`src/rtl/sleep_pkg.sv`:
```
package sleep_pkg;
  typedef enum logic [2:0] {
    ST_RUN,
    ST_NAP,
    ST_DEEP,
    ST_WAKE,
    ST_HALT
  } slp_state_t;

  typedef enum logic [1:0] {
    MD_IDLE,
    MD_PDOWN,
    MD_STBY
  } slp_mode_t;

  typedef struct packed {
    logic cpu;
    logic flash;
    logic io;
    logic asy;
  } clk_en_t;
endpackage

```
`src/rtl/sleep_mode_dec.sv`:
```
module sleep_mode_dec
  import sleep_pkg::*;
#(
  parameter int CTRL_W = 8,
  parameter int SE_BIT = 5,
  parameter int M1_BIT = 6,
  parameter int M0_BIT = 4
) (
  input  logic [CTRL_W-1:0] ctrl,
  output logic              armed,
  output slp_mode_t         mode
);
  logic [1:0] code;

  assign armed = ctrl[SE_BIT];
  assign code  = {ctrl[M1_BIT], ctrl[M0_BIT]};

  always_comb begin
    case (code)
      2'b00:   mode = MD_IDLE;
      2'b10:   mode = MD_STBY;
      default: mode = MD_PDOWN;  // 01 and 11 alias
    endcase
  end
endmodule

```
`src/rtl/sleep_halt_timer.sv`:
```
module sleep_halt_timer #(
  parameter int HALT_CYC = 4
) (
  input  logic clk,
  input  logic rst_n,
  input  logic run,
  output logic last
);
  localparam int CW = (HALT_CYC > 1) ? $clog2(HALT_CYC) : 1;
  localparam logic [CW-1:0] LAST_V = CW'(HALT_CYC - 1);

  logic [CW-1:0] cnt;

  always_ff @(posedge clk or negedge rst_n) begin
    if (!rst_n)          cnt <= '0;
    else if (!run)       cnt <= '0;
    else if (cnt != LAST_V) cnt <= cnt + 1'b1;
  end

  assign last = run && (cnt == LAST_V);
endmodule

```
`src/rtl/sleep_clk_dec.sv`:
```
module sleep_clk_dec
  import sleep_pkg::*;
(
  input  slp_state_t state,
  input  logic       standby,
  output clk_en_t    en
);
  always_comb begin
    case (state)
      ST_RUN:  en = '{cpu: 1'b1, flash: 1'b1, io: 1'b1, asy: 1'b1};
      ST_NAP:  en = '{cpu: 1'b0, flash: 1'b0, io: 1'b1, asy: 1'b1};
      ST_DEEP: en = '{cpu: 1'b0, flash: 1'b0, io: 1'b0, asy: standby};
      ST_WAKE: en = '{cpu: 1'b0, flash: 1'b0, io: 1'b0, asy: 1'b1};
      ST_HALT: en = '{cpu: 1'b0, flash: 1'b0, io: 1'b1, asy: 1'b1};
      default: en = '{cpu: 1'b1, flash: 1'b1, io: 1'b1, asy: 1'b1};
    endcase
  end
endmodule

```
`src/rtl/sleep_ctrl.sv`:
```
module sleep_ctrl
  import sleep_pkg::*;
#(
  parameter int CTRL_W   = 8,
  parameter int SE_BIT   = 5,
  parameter int M1_BIT   = 6,
  parameter int M0_BIT   = 4,
  parameter int HALT_CYC = 4
) (
  input  logic              clk,
  input  logic              rst_n,
  input  logic [CTRL_W-1:0] ctrl_byte,
  input  logic              sleep_op,
  input  logic              irq_pending,
  input  logic              start_ready,
  output logic              cpu_clk_en,
  output logic              flash_clk_en,
  output logic              io_clk_en,
  output logic              async_clk_en,
  output logic              cpu_go,
  output logic              go_reset
);
  slp_state_t st;
  slp_mode_t  mode;
  logic       armed, stby, halt_last;
  clk_en_t    en;

  sleep_mode_dec #(
    .CTRL_W(CTRL_W), .SE_BIT(SE_BIT), .M1_BIT(M1_BIT), .M0_BIT(M0_BIT)
  ) u_dec (
    .ctrl(ctrl_byte), .armed(armed), .mode(mode)
  );

  sleep_halt_timer #(.HALT_CYC(HALT_CYC)) u_halt (
    .clk(clk), .rst_n(rst_n), .run(st == ST_HALT), .last(halt_last)
  );

  sleep_clk_dec u_en (.state(st), .standby(stby), .en(en));

  always_ff @(posedge clk or negedge rst_n) begin
    if (!rst_n) begin
      st       <= ST_RUN;
      stby     <= 1'b0;
      cpu_go   <= 1'b1;
      go_reset <= 1'b1;
    end else begin
      cpu_go   <= 1'b0;
      go_reset <= 1'b0;
      case (st)
        ST_RUN:
          if (sleep_op && armed) begin
            if (mode == MD_IDLE) st <= ST_NAP;
            else begin
              st   <= ST_DEEP;
              stby <= (mode == MD_STBY);
            end
          end
        ST_NAP:  if (irq_pending) st <= ST_HALT;
        ST_DEEP: if (irq_pending) st <= ST_WAKE;
        ST_WAKE: if (start_ready) st <= ST_HALT;
        ST_HALT:
          if (halt_last) begin
            st     <= ST_RUN;
            cpu_go <= 1'b1;
          end
        default: st <= ST_RUN;
      endcase
    end
  end

  assign cpu_clk_en   = en.cpu;
  assign flash_clk_en = en.flash;
  assign io_clk_en    = en.io;
  assign async_clk_en = en.asy;
endmodule

```
`config.mk`:
```
export PLATFORM = sky130hd
export DESIGN_NAME = sleep_ctrl
export DESIGN_NICKNAME = d
export VERILOG_FILES = /design/src/rtl/sleep_pkg.sv /design/src/rtl/sleep_mode_dec.sv /design/src/rtl/sleep_halt_timer.sv /design/src/rtl/sleep_clk_dec.sv /design/src/rtl/sleep_ctrl.sv
export SDC_FILE = /design/constraint.sdc
export NUM_CORES = 1
export LEC_CHECK = 0
export BUFFER_PORTS_ARGS = -buffer_cell sky130_fd_sc_hd__buf_4
export CELL_PAD_IN_SITES_DETAIL_PLACEMENT = 0
export CELL_PAD_IN_SITES_GLOBAL_PLACEMENT = 1
export CORE_MARGIN = 10
export CORE_UTILIZATION = 30
export CTS_CLUSTER_SIZE = 10
export DETAILED_ROUTE_END_ITERATION = 10
export PLACE_DENSITY_LB_ADDON = 0.12
export SLEW_MARGIN = 20
export SYNTH_ARGS = -nofsm -noshare
export SYNTH_HDL_FRONTEND = slang
export SYNTH_HIERARCHICAL = 1
export SYNTH_SLANG_ARGS = --single-unit
```
`constraint.sdc`:
```
create_clock -name clk -period 2.7 [get_ports clk]
set_clock_uncertainty 0.2 [all_clocks]
set_input_delay 0.135 -clock clk [delete_from_list [all_inputs] [get_ports clk]]
set_output_delay 0.135 -clock clk [all_outputs]
set_load 0.02 [all_outputs]
```
==> flow_metrics.env, run 1 <==
export IMPL_fin_crit_ps=1920
export IMPL_port_buffers=13
export IMPL_finalSetupViolations=0
export IMPL_hold_violations=0
export IMPL_path_cells="dlygate4sd3_1, buf_4, nor2b_1, o2111ai_1, a21oi_1, dlygate4sd3_1"
export IMPL_ys_types=28
export IMPL_grt_usage_pct=7.22
export IMPL_synthArstFlopShare_pct=100
export IMPL_cp_max_fo=4
export IMPL_dp_slack_ps=1180
export IMPL_fp_dieW_um=58.1
export IMPL_cp_slowest_stage_delay_ps=560
export IMPL_grt_first_pass_wirelength_um=1980
export IMPL_rows=13
export IMPL_boundaryPins=19
export IMPL_endpoint_kind="flop"
export IMPL_crit_type="in2reg"
export IMPL_rsz0062_at_grt="no"
export IMPL_dr_pass1_iters=4
export IMPL_root_buffer="clkbuf_4"
export IMPL_synth_edf_count=0
export IMPL_ant_nets=0
export IMPL_nets=76
export IMPL_antenna_found_initial=0
export IMPL_synthCells=43
export IMPL_critPathArrivalTime_ps=1900
export IMPL_ys_ff_latch=8
export IMPL_finish_utilization_pct=44.7
export IMPL_finalWirelength_um=1060
export IMPL_p_leak_nw=0.290
export IMPL_crit_top_cell="dlygate4sd3_1"
export IMPL_period_share_pct=71.0
export IMPL_drt_iter0_drc=13
export IMPL_top_layer="met3"
export IMPL_wl_met1_um=418
export IMPL_grt_overflow=0
export IMPL_cp_start_kind="input pin"
export IMPL_slew_violations=0
export IMPL_cpMaxStageDelayCell="dlygate4sd3_1"
export IMPL_p_per_area_nw_per_um2=961
export IMPL_cp_buffers_inverters=3
export IMPL_placed_area_um2=533
export IMPL_die_area_um2=3380
export IMPL_ys_warn_count=6
export IMPL_fmax_mhz=521
export IMPL_drc_errors=0
export IMPL_cap_violations=0
export IMPL_drive_gt1_share_pct=36.7
export IMPL_wl_met2_um=589
export IMPL_fin_area_um2=596
export IMPL_required_ps=2680
export IMPL_setup_ws_ps=782
export IMPL_cp_top_family="buffers and inverters"
export IMPL_insertion_delay_ps=240
export IMPL_hp_class="in2async"
export IMPL_synth_main_ff_cell="dfrtp_1"
export IMPL_peakVddDrop_v=0.000451
export IMPL_diodes=0
export IMPL_cts_tree="yes"
export IMPL_power_mw=0.572
export IMPL_routed_wl_met3_um=50
export IMPL_tns_ps=0
export IMPL_area_delta_synth_final_pct=36.8
export IMPL_cts_buffers=3
export IMPL_syn_area_um2=435
export IMPL_syn_nets=57
export IMPL_grt_max_degree=9
export IMPL_clockBufferDepth=2
export IMPL_post_cts_resized=0
export IMPL_vias=354
export IMPL_cts_num_sinks=8
export IMPL_status="complete, no violations"
export IMPL_wire_per_inst_um=14.1
export IMPL_htreeDepth=1
export IMPL_clk_pin_slew_ps=60
export IMPL_hpwl_um=902
export IMPL_seq_area_frac_synth_pct=46.6
export IMPL_grt_pass1_vias=428
export IMPL_avgSynthCellArea_um2=10.1
export IMPL_place_congestion=0.671
export IMPL_initial_core_util_pct=32.6
export IMPL_fp_coreArea_um2=1330
export IMPL_vias_per_cell=4.72
export IMPL_fp_dieH_um=58.1
==> registers in the layout (all words and copies together), names as in the netlist <==
register / cells
cpu_go: 1
go_reset: 1
st: 3
stby: 1
u_halt/cnt: 2
==> synth_stat cells, types with 2 or more instances <==
library cell	instances	area, µm²
dfrtp_1	6	150
nor2_1	4	15.0
nand2_1	3	11.3
a21oi_1	2	10.0
buf_4	2	15.0
dfstp_2	2	52.6
inv_1	2	7.51
nor2b_1	2	12.5
==> per-layer routing <==
| layer | global-route usage [%] | up-vias |
|---|---|---|
| met2 | 12.4 | 7 |
| met4 | 3.02 | 0 |
| met3 | 2.40 | 0 |
| met5 | 0 | - |
| met1 | 7.87 | 166 |
| li1 | - | 181 |
==> where the power goes <==
group	internal [mW]	leakage (nW)	switching, mW	total, mW
logic	0.136	0.176	0.146	0.282
registers	0.154	0.0995	0.0472	0.201
clock network	0.0508	0.0138	0.0391	0.0898
==> cell families after synthesis <==
kind of cell	synth area share (%)
XOR/XNOR	4.02
flip-flops	46.6
multiplexers	2.30
adder cells (fa/ha/maj)	2.87
AO/OA/AOI/OAI	13.5
buffers and inverters	6.03
AND/OR/NAND/NOR	23.9
other	0.861
==> cells in the final DEF, fill, tap and decap left out, types with 2 or more instances in the layout <==
master and n:
a21oi_1 2, buf_4 13, dfstp_2 2, inv_1 2, nand2_1 3, nor2_1 4
clkbuf_4 3, dfrtp_1 6, nor2b_1 2, dlygate4sd3_1 4
==> final timing paths <==
kind	start	end	slack, ps	cells after the start
worst max-delay path	ctrl_byte[4]	st[1]	780	6
worst min-delay path	rst_n	st[2]	50	2
worst max register to register	st[0]	st[1]	1040	4
min in group clk	irq_pending	st[0]	50	3
max in group asynchronous	rst_n	go_reset	2050	2
worst min register to register	stby	stby	380	2
==> repair_timing <==
action / 4_1_cts / 5_1_grt
endpoints found under the hold margin: 10 / 0
setup buffers: 0 / 0
hold buffers: 4 / 0
==> area by class of cell <==
cell class	count	area, µm²
Tap cell	15	18.8
Fill cell	134	738
Sequential cell	8	203
Inverter	2	7.51
Multi-Input combinational cell	30	206
Timing Repair Buffer	17	138
Clock buffer	3	22.5
==> through the flow <==
step                      hold slack, ps  cells
after floorplan                     -361     43
after global placement              -243     68
after detailed placement            -243     68
after CTS                           44.3     75
after global routing                42.1     75
final                               45.1     75
Note: power is estimated with default switching activity, not from simulation.
==> run 2, diff against run 1 <==
--- a/config.mk
+++ b/config.mk
@@ -9,7 +9,7 @@
 export CELL_PAD_IN_SITES_DETAIL_PLACEMENT = 0
 export CELL_PAD_IN_SITES_GLOBAL_PLACEMENT = 1
 export CORE_MARGIN = 10
-export CORE_UTILIZATION = 30
+export CORE_UTILIZATION = 28
 export CTS_CLUSTER_SIZE = 10
 export DETAILED_ROUTE_END_ITERATION = 10
 export PLACE_DENSITY_LB_ADDON = 0.12
==> constraint.sdc (replaced) <==
create_clock -name clk -period 1.7 [get_ports clk]
set_clock_uncertainty 0.2 [all_clocks]
set_input_delay 0.085 -clock clk [delete_from_list [all_inputs] [get_ports clk]]
set_output_delay 0.085 -clock clk [all_outputs]
set_load 0.02 [all_outputs]
==> run 2 against run 1 <==
  * Via count up 5.4%
  * Clock-buffer cell count rose by 1
  * Sequential share of layout area is 2.1 points lower
  * First-iteration DRC count is 85% lower
  * Largest power group unchanged
  * Hold slack improved by 54 ps
  * Routed wire length down 3.5%
  * Critical path depth down 3
  * Critical path type is now reg2out
  * Worst setup slack worse by 710 ps
  * Sequential power is 58% higher
  * Clock power grew 76%
  * Die area up 4.7%
==> flow_metrics.env, run 2 (synthesis results as in run 1) <==
export IMPL_slew_violations=0
export IMPL_vias_per_cell=4.60
export IMPL_dr_pass1_iters=4
export IMPL_top_layer="met4"
export IMPL_crit_type="reg2out"
export IMPL_cts_num_sinks=8
export IMPL_grt_usage_pct=6.78
export IMPL_finalWirelength_um=1020
export IMPL_fp_coreArea_um2=1490
export IMPL_fin_area_um2=639
export IMPL_tns_ps=0
export IMPL_nFillCells=142
export IMPL_status="complete, no violations"
export IMPL_r2r_start="st[1]"
export IMPL_cts_buffers=3
export IMPL_cp_top_family="simple AND/OR/NAND/NOR gates"
export IMPL_cp_buffers_inverters=1
export IMPL_cpMaxStageDelayCell="dfrtp_2"
export IMPL_endpoint_kind="primary output"
export IMPL_grt_first_pass_wirelength_um=1750
export IMPL_r2r_slack_ps=320
export IMPL_routed_wl_met3_um=93
export IMPL_cp_slowest_stage_delay_ps=450
export IMPL_reg_top3="st x3, u_halt/cnt x2"
export IMPL_nets=80
export IMPL_rows=14
export IMPL_diodes=0
export IMPL_root_buffer="clkbuf_4"
export IMPL_fp_dieW_um=59.4
export IMPL_cp_start_kind="flop"
export IMPL_dp_cells=70
export IMPL_mostFrequentLayoutCell="buf_4"
export IMPL_min_path_cells=4
export IMPL_insertion_delay_ps=260
export IMPL_regMostFlops="st"
export IMPL_vias=373
export IMPL_fp_dieH_um=59.4
export IMPL_die_area_um2=3530
export IMPL_drt_iter0_drc=2
export IMPL_critPathArrivalTime_ps=1340
export IMPL_area_delta_synth_final_pct=46.8
export IMPL_fin_crit_ps=1620
export IMPL_drive_gt1_share_pct=36.9
export IMPL_required_ps=1410
export IMPL_multiInputGateArea_um2=206
export IMPL_final_cells=81
export IMPL_min_to="stby"
export IMPL_rsz0062_at_grt="no"
export IMPL_ant_nets=0
export IMPL_wl_met2_um=557
export IMPL_port_buffers=13
export IMPL_hp_class="in2reg"
export IMPL_wl_met1_um=361
export IMPL_cts_setup_buffers=0
export IMPL_grt_max_degree=9
export IMPL_period_share_pct=95.5
export IMPL_p_per_area_nw_per_um2=1440
export IMPL_path_cells="nand2b_4, or3_1, buf_4"
export IMPL_antenna_found_initial=0
export IMPL_p_leak_nw=0.305
export IMPL_wire_per_inst_um=12.6
export IMPL_clockBufferDepth=2
export IMPL_grt_overflow=0
export IMPL_placed_area_um2=542
export IMPL_boundaryPins=19
export IMPL_cts_tree="yes"
export IMPL_place_congestion=0.705
export IMPL_peakVddDrop_v=0.000554
export IMPL_layout_common_cells="14 x buf_4, 7 x dlygate4sd3_1, 5 x dfrtp_1, 4 x nor2_1"
export IMPL_drc_errors=0
export IMPL_cp_max_fo=8
export IMPL_worstReg2RegEnd="cpu_go"
export IMPL_fmax_mhz=616
export IMPL_largest_reg_flops=3
export IMPL_finalSetupViolations=0
export IMPL_hold_violations=0
export IMPL_grt_pass1_vias=419
export IMPL_regArea_um2=204
export IMPL_cap_violations=0
export IMPL_htreeDepth=1
export IMPL_clk_pin_slew_ps=60
export IMPL_min_delay_start="ctrl_byte[6]"
export IMPL_r2r_cells=5
export IMPL_initial_core_util_pct=29.2
[run 2: area by class of cell]
| class | instances | area share (%) |
|---|---|---|
| inverter | 2 | 1.17 |
| multi-input combinational | 30 | 32.3 |
| timing repair buffer | 21 | 27.4 |
| clock buffer | 4 | 4.11 |
| tap | 16 | 3.13 |
| sequential | 8 | 31.9 |
[run 2: timing repair]
| action | in CTS | in global routing |
|---|---|---|
| hold buffers | 7 | 0 |
| resized for setup | 0 | 1 |
| endpoints found under the hold margin | 11 | 0 |
| endpoints found under the setup margin | 0 | 1 |
[run 2: worst max-delay path by stage]
stage,from,endpoint,slack (ps),cells past startpoint
CTS,st[2],async_clk_en,30,3
global route,st[2],async_clk_en,10,3
detailed placement,st[2],async_clk_en,320,3
finish,st[2],async_clk_en,80,3
global placement,st[1],cpu_go,330,5
floorplan,st[1],cpu_clk_en,220,3
[run 2: where the power goes]
part	switching, mW	internal [mW]
Sequential	0.0710	0.246
Combinational	0.223	0.226
Clock	0.0683	0.0900
[run 2: routing by layer]
metal	vias up	track usage (%)
li1	191	-
met1	170	6.08
met2	10	10.8
met3	2	4.29
met4	0	4.92
met5	-	0
[run 2: per-stage QoR]
stage / worst slack, ps / util [%] / hold WS (ps) / power, mW
after floorplan: 222 / - / -411 / 0.608
after global placement: 328 / 36.4 / -290 / 0.762
after detailed placement: 323 / 36.4 / -291 / 0.764
after CTS: 28.9 / 42.9 / 84.1 / 0.945
after global routing: 11.5 / 42.9 / 110 / 1.02
final: 76.5 / 42.9 / 99.5 / 0.924
[run 2: worst reg2reg max path, delay by kind of cell (launching register included)]
kind / cells / cell delay (ps)
and+or+nand+nor: 4 / 570
buffers and inverters: 1 / 90
DFF: 1 / 450
==> run 3, diff against run 2 <==
--- a/config.mk
+++ b/config.mk
@@ -13,6 +13,7 @@
 export CTS_CLUSTER_SIZE = 10
 export DETAILED_ROUTE_END_ITERATION = 10
 export PLACE_DENSITY_LB_ADDON = 0.12
+export REMOVE_ABC_BUFFERS = 1
 export SLEW_MARGIN = 20
 export SYNTH_ARGS = -nofsm -noshare
 export SYNTH_HDL_FRONTEND = slang
==> run 3 against run 2 <==
  * Final area is 0.20% lower
  * Maximum frequency decreased by 0.24%
  * Hold slack barely moved
  * Combinational power about the same
  * Routed wire length is 6.4% lower
  * First-iteration DRC count fell by 50%
  * Clock-buffer cell count is the same
  * Utilization fell by 0.084 points
  * Worst setup slack got worse by 3.9 ps
  * Largest cell class unchanged
  * Largest power group unchanged
==> flow_metrics.env, run 3 (synthesis results as in run 1) <==
export IMPL_endpoint_kind="primary output"
export IMPL_cpMaxStageDelayCell="dfrtp_1"
export IMPL_grt_max_degree=9
export IMPL_antenna_found_initial=0
export IMPL_switchingPower_mw=0.365
export IMPL_p_leak_nw=0.306
export IMPL_peakVddDrop_v=0.000643
export IMPL_drc_errors=0
export IMPL_cp_start_kind="flop"
export IMPL_cts_num_sinks=8
export IMPL_combPwrFrac_pct=48.5
export IMPL_cts_buffers=3
export IMPL_clockBufferDepth=2
export IMPL_finalWirelength_um=956
export IMPL_clk_pin_slew_ps=60
export IMPL_layout_common_cells="14 x buf_4, 7 x dlygate4sd3_1, 6 x dfrtp_1, 4 x nor2_1"
export IMPL_port_buffers=13
export IMPL_min_to="stby"
export IMPL_wire_per_inst_um=11.8
export IMPL_cts_hold_buf=7
export IMPL_power_switching_share_pct=39.4
export IMPL_vias_per_cell=4.42
export IMPL_tns_ps=0
export IMPL_vias=358
export IMPL_path_cells="nand2b_4, or3_1, buf_4"
export IMPL_power_mw=0.924
export IMPL_cp_max_fo=8
export IMPL_grt_pass1_vias=403
export IMPL_slew_violations=0
export IMPL_htreeDepth=1
export IMPL_share_clk_of_total_power_pct=17.0
export IMPL_crit_type="reg2out"
export IMPL_finalSetupViolations=0
export IMPL_required_ps=1410
export IMPL_fp_dieW_um=59.4
export IMPL_worstReg2RegEnd="cpu_go"
export IMPL_mostFrequentLayoutCell="buf_4"
export IMPL_fp_dieH_um=59.4
export IMPL_critPathArrivalTime_ps=1340
export IMPL_diodes=0
export IMPL_drt_iter0_drc=1
export IMPL_nets=80
export IMPL_hpwl_um=775
export IMPL_period_share_pct=95.7
export IMPL_boundaryPins=19
export IMPL_status="complete, no violations"
export IMPL_r2r_slack_ps=320
export IMPL_reg_top3="st x3, u_halt/cnt x2"
export IMPL_fmax_mhz=614
export IMPL_regMostFlops="st"
export IMPL_rsz0062_at_grt="no"
export IMPL_rows=14
export IMPL_hold_violations=0
export IMPL_fp_coreArea_um2=1490
export IMPL_min_path_cells=4
export IMPL_finish_utilization_pct=42.9
export IMPL_grt_first_pass_wirelength_um=1680
export IMPL_seqPwrFrac_pct=34.5
export IMPL_post_cts_resized=0
export IMPL_hp_class="in2reg"
export IMPL_root_buffer="clkbuf_4"
export IMPL_cts_tree="yes"
export IMPL_r2r_start="st[1]"
export IMPL_area_delta_synth_final_pct=46.6
export IMPL_cp_buffers_inverters=1
export IMPL_grt_overflow=0
export IMPL_startpoint="st[2]"
export IMPL_drive_gt1_share_pct=35.4
export IMPL_dr_pass1_iters=3
export IMPL_initial_core_util_pct=29.2
export IMPL_r2r_cells=5
export IMPL_cp_top_family="simple AND/OR/NAND/NOR gates"
export IMPL_cap_violations=0
export IMPL_dp_cells=70
export IMPL_final_cells=81
export IMPL_fin_crit_ps=1630
export IMPL_min_delay_start="ctrl_byte[6]"
export IMPL_insertion_delay_ps=260
export IMPL_cts_setup_buffers=0
export IMPL_ant_nets=0
export IMPL_place_congestion=0.805
export IMPL_grt_usage_pct=6.06
export IMPL_die_area_um2=3530
export IMPL_p_per_area_nw_per_um2=1450
export IMPL_cp_slowest_stage_delay_ps=450
export IMPL_largest_reg_flops=3
export IMPL_cellInternalPower_mw=0.560
-- run 3: cell count changes in the layout (fill, tap and decap cells not counted) --
cell     change
dfrtp_1      +1
dfrtp_2      -1
-- run 3: metal layers --
| layer | up-vias | track usage [%] | routed length, µm |
|---|---|---|---|
| met1 | 163 | 7.43 | 444 |
| met5 | - | 0 | 0 |
| met2 | 8 | 8.92 | 443 |
| met4 | 0 | 2.95 | 0 |
| met3 | 0 | 2.36 | 68 |
| li1 | 187 | - | - |
-- run 3: layout make-up --
type,instances,area [µm²]
fill,136,851
multi-input combinational,30,206
sequential,8,203
timing repair buffer,21,175
clock buffer,4,26.3
tap,16,20.0
inverter,2,7.51
-- run 3: how the worst max path moves through the flow --
stage	end	slack [ps]	cells past startpoint
floorplan	cpu_clk_en	220	2
global placement	async_clk_en	340	3
detailed placement	cpu_go	340	5
CTS	async_clk_en	60	3
global route	async_clk_en	4	3
finish	async_clk_en	70	3
-- run 3: per-stage QoR --
step	instance area [µm²]	hold slack, ps	setup slack, ps
after floorplan	417	-411	219
after global placement	542	-294	341
after detailed placement	542	-287	337
after CTS	638	99.5	59.1
after global routing	638	89.3	3.59
final	638	99.3	72.6
-- run 3: worst register-to-register path, stage by stage (launching register included) --
cell,delay [ps]
dfrtp_1,480
nor2_1,90
nand2_1,90
inv_1,60
and2_2,190
and3_2,190
-- run 3: power groups by stage --
stage | combinational [mW] | sequential (mW) | clock, mW
6_report | 0.448 | 0.319 | 0.157
5_1_grt | 0.499 | 0.331 | 0.178
4_1_cts | 0.460 | 0.319 | 0.166
3_5_place_dp | 0.445 | 0.324 | 0
3_3_place_gp | 0.443 | 0.318 | 0
2_1_floorplan | 0.267 | 0.305 | 0
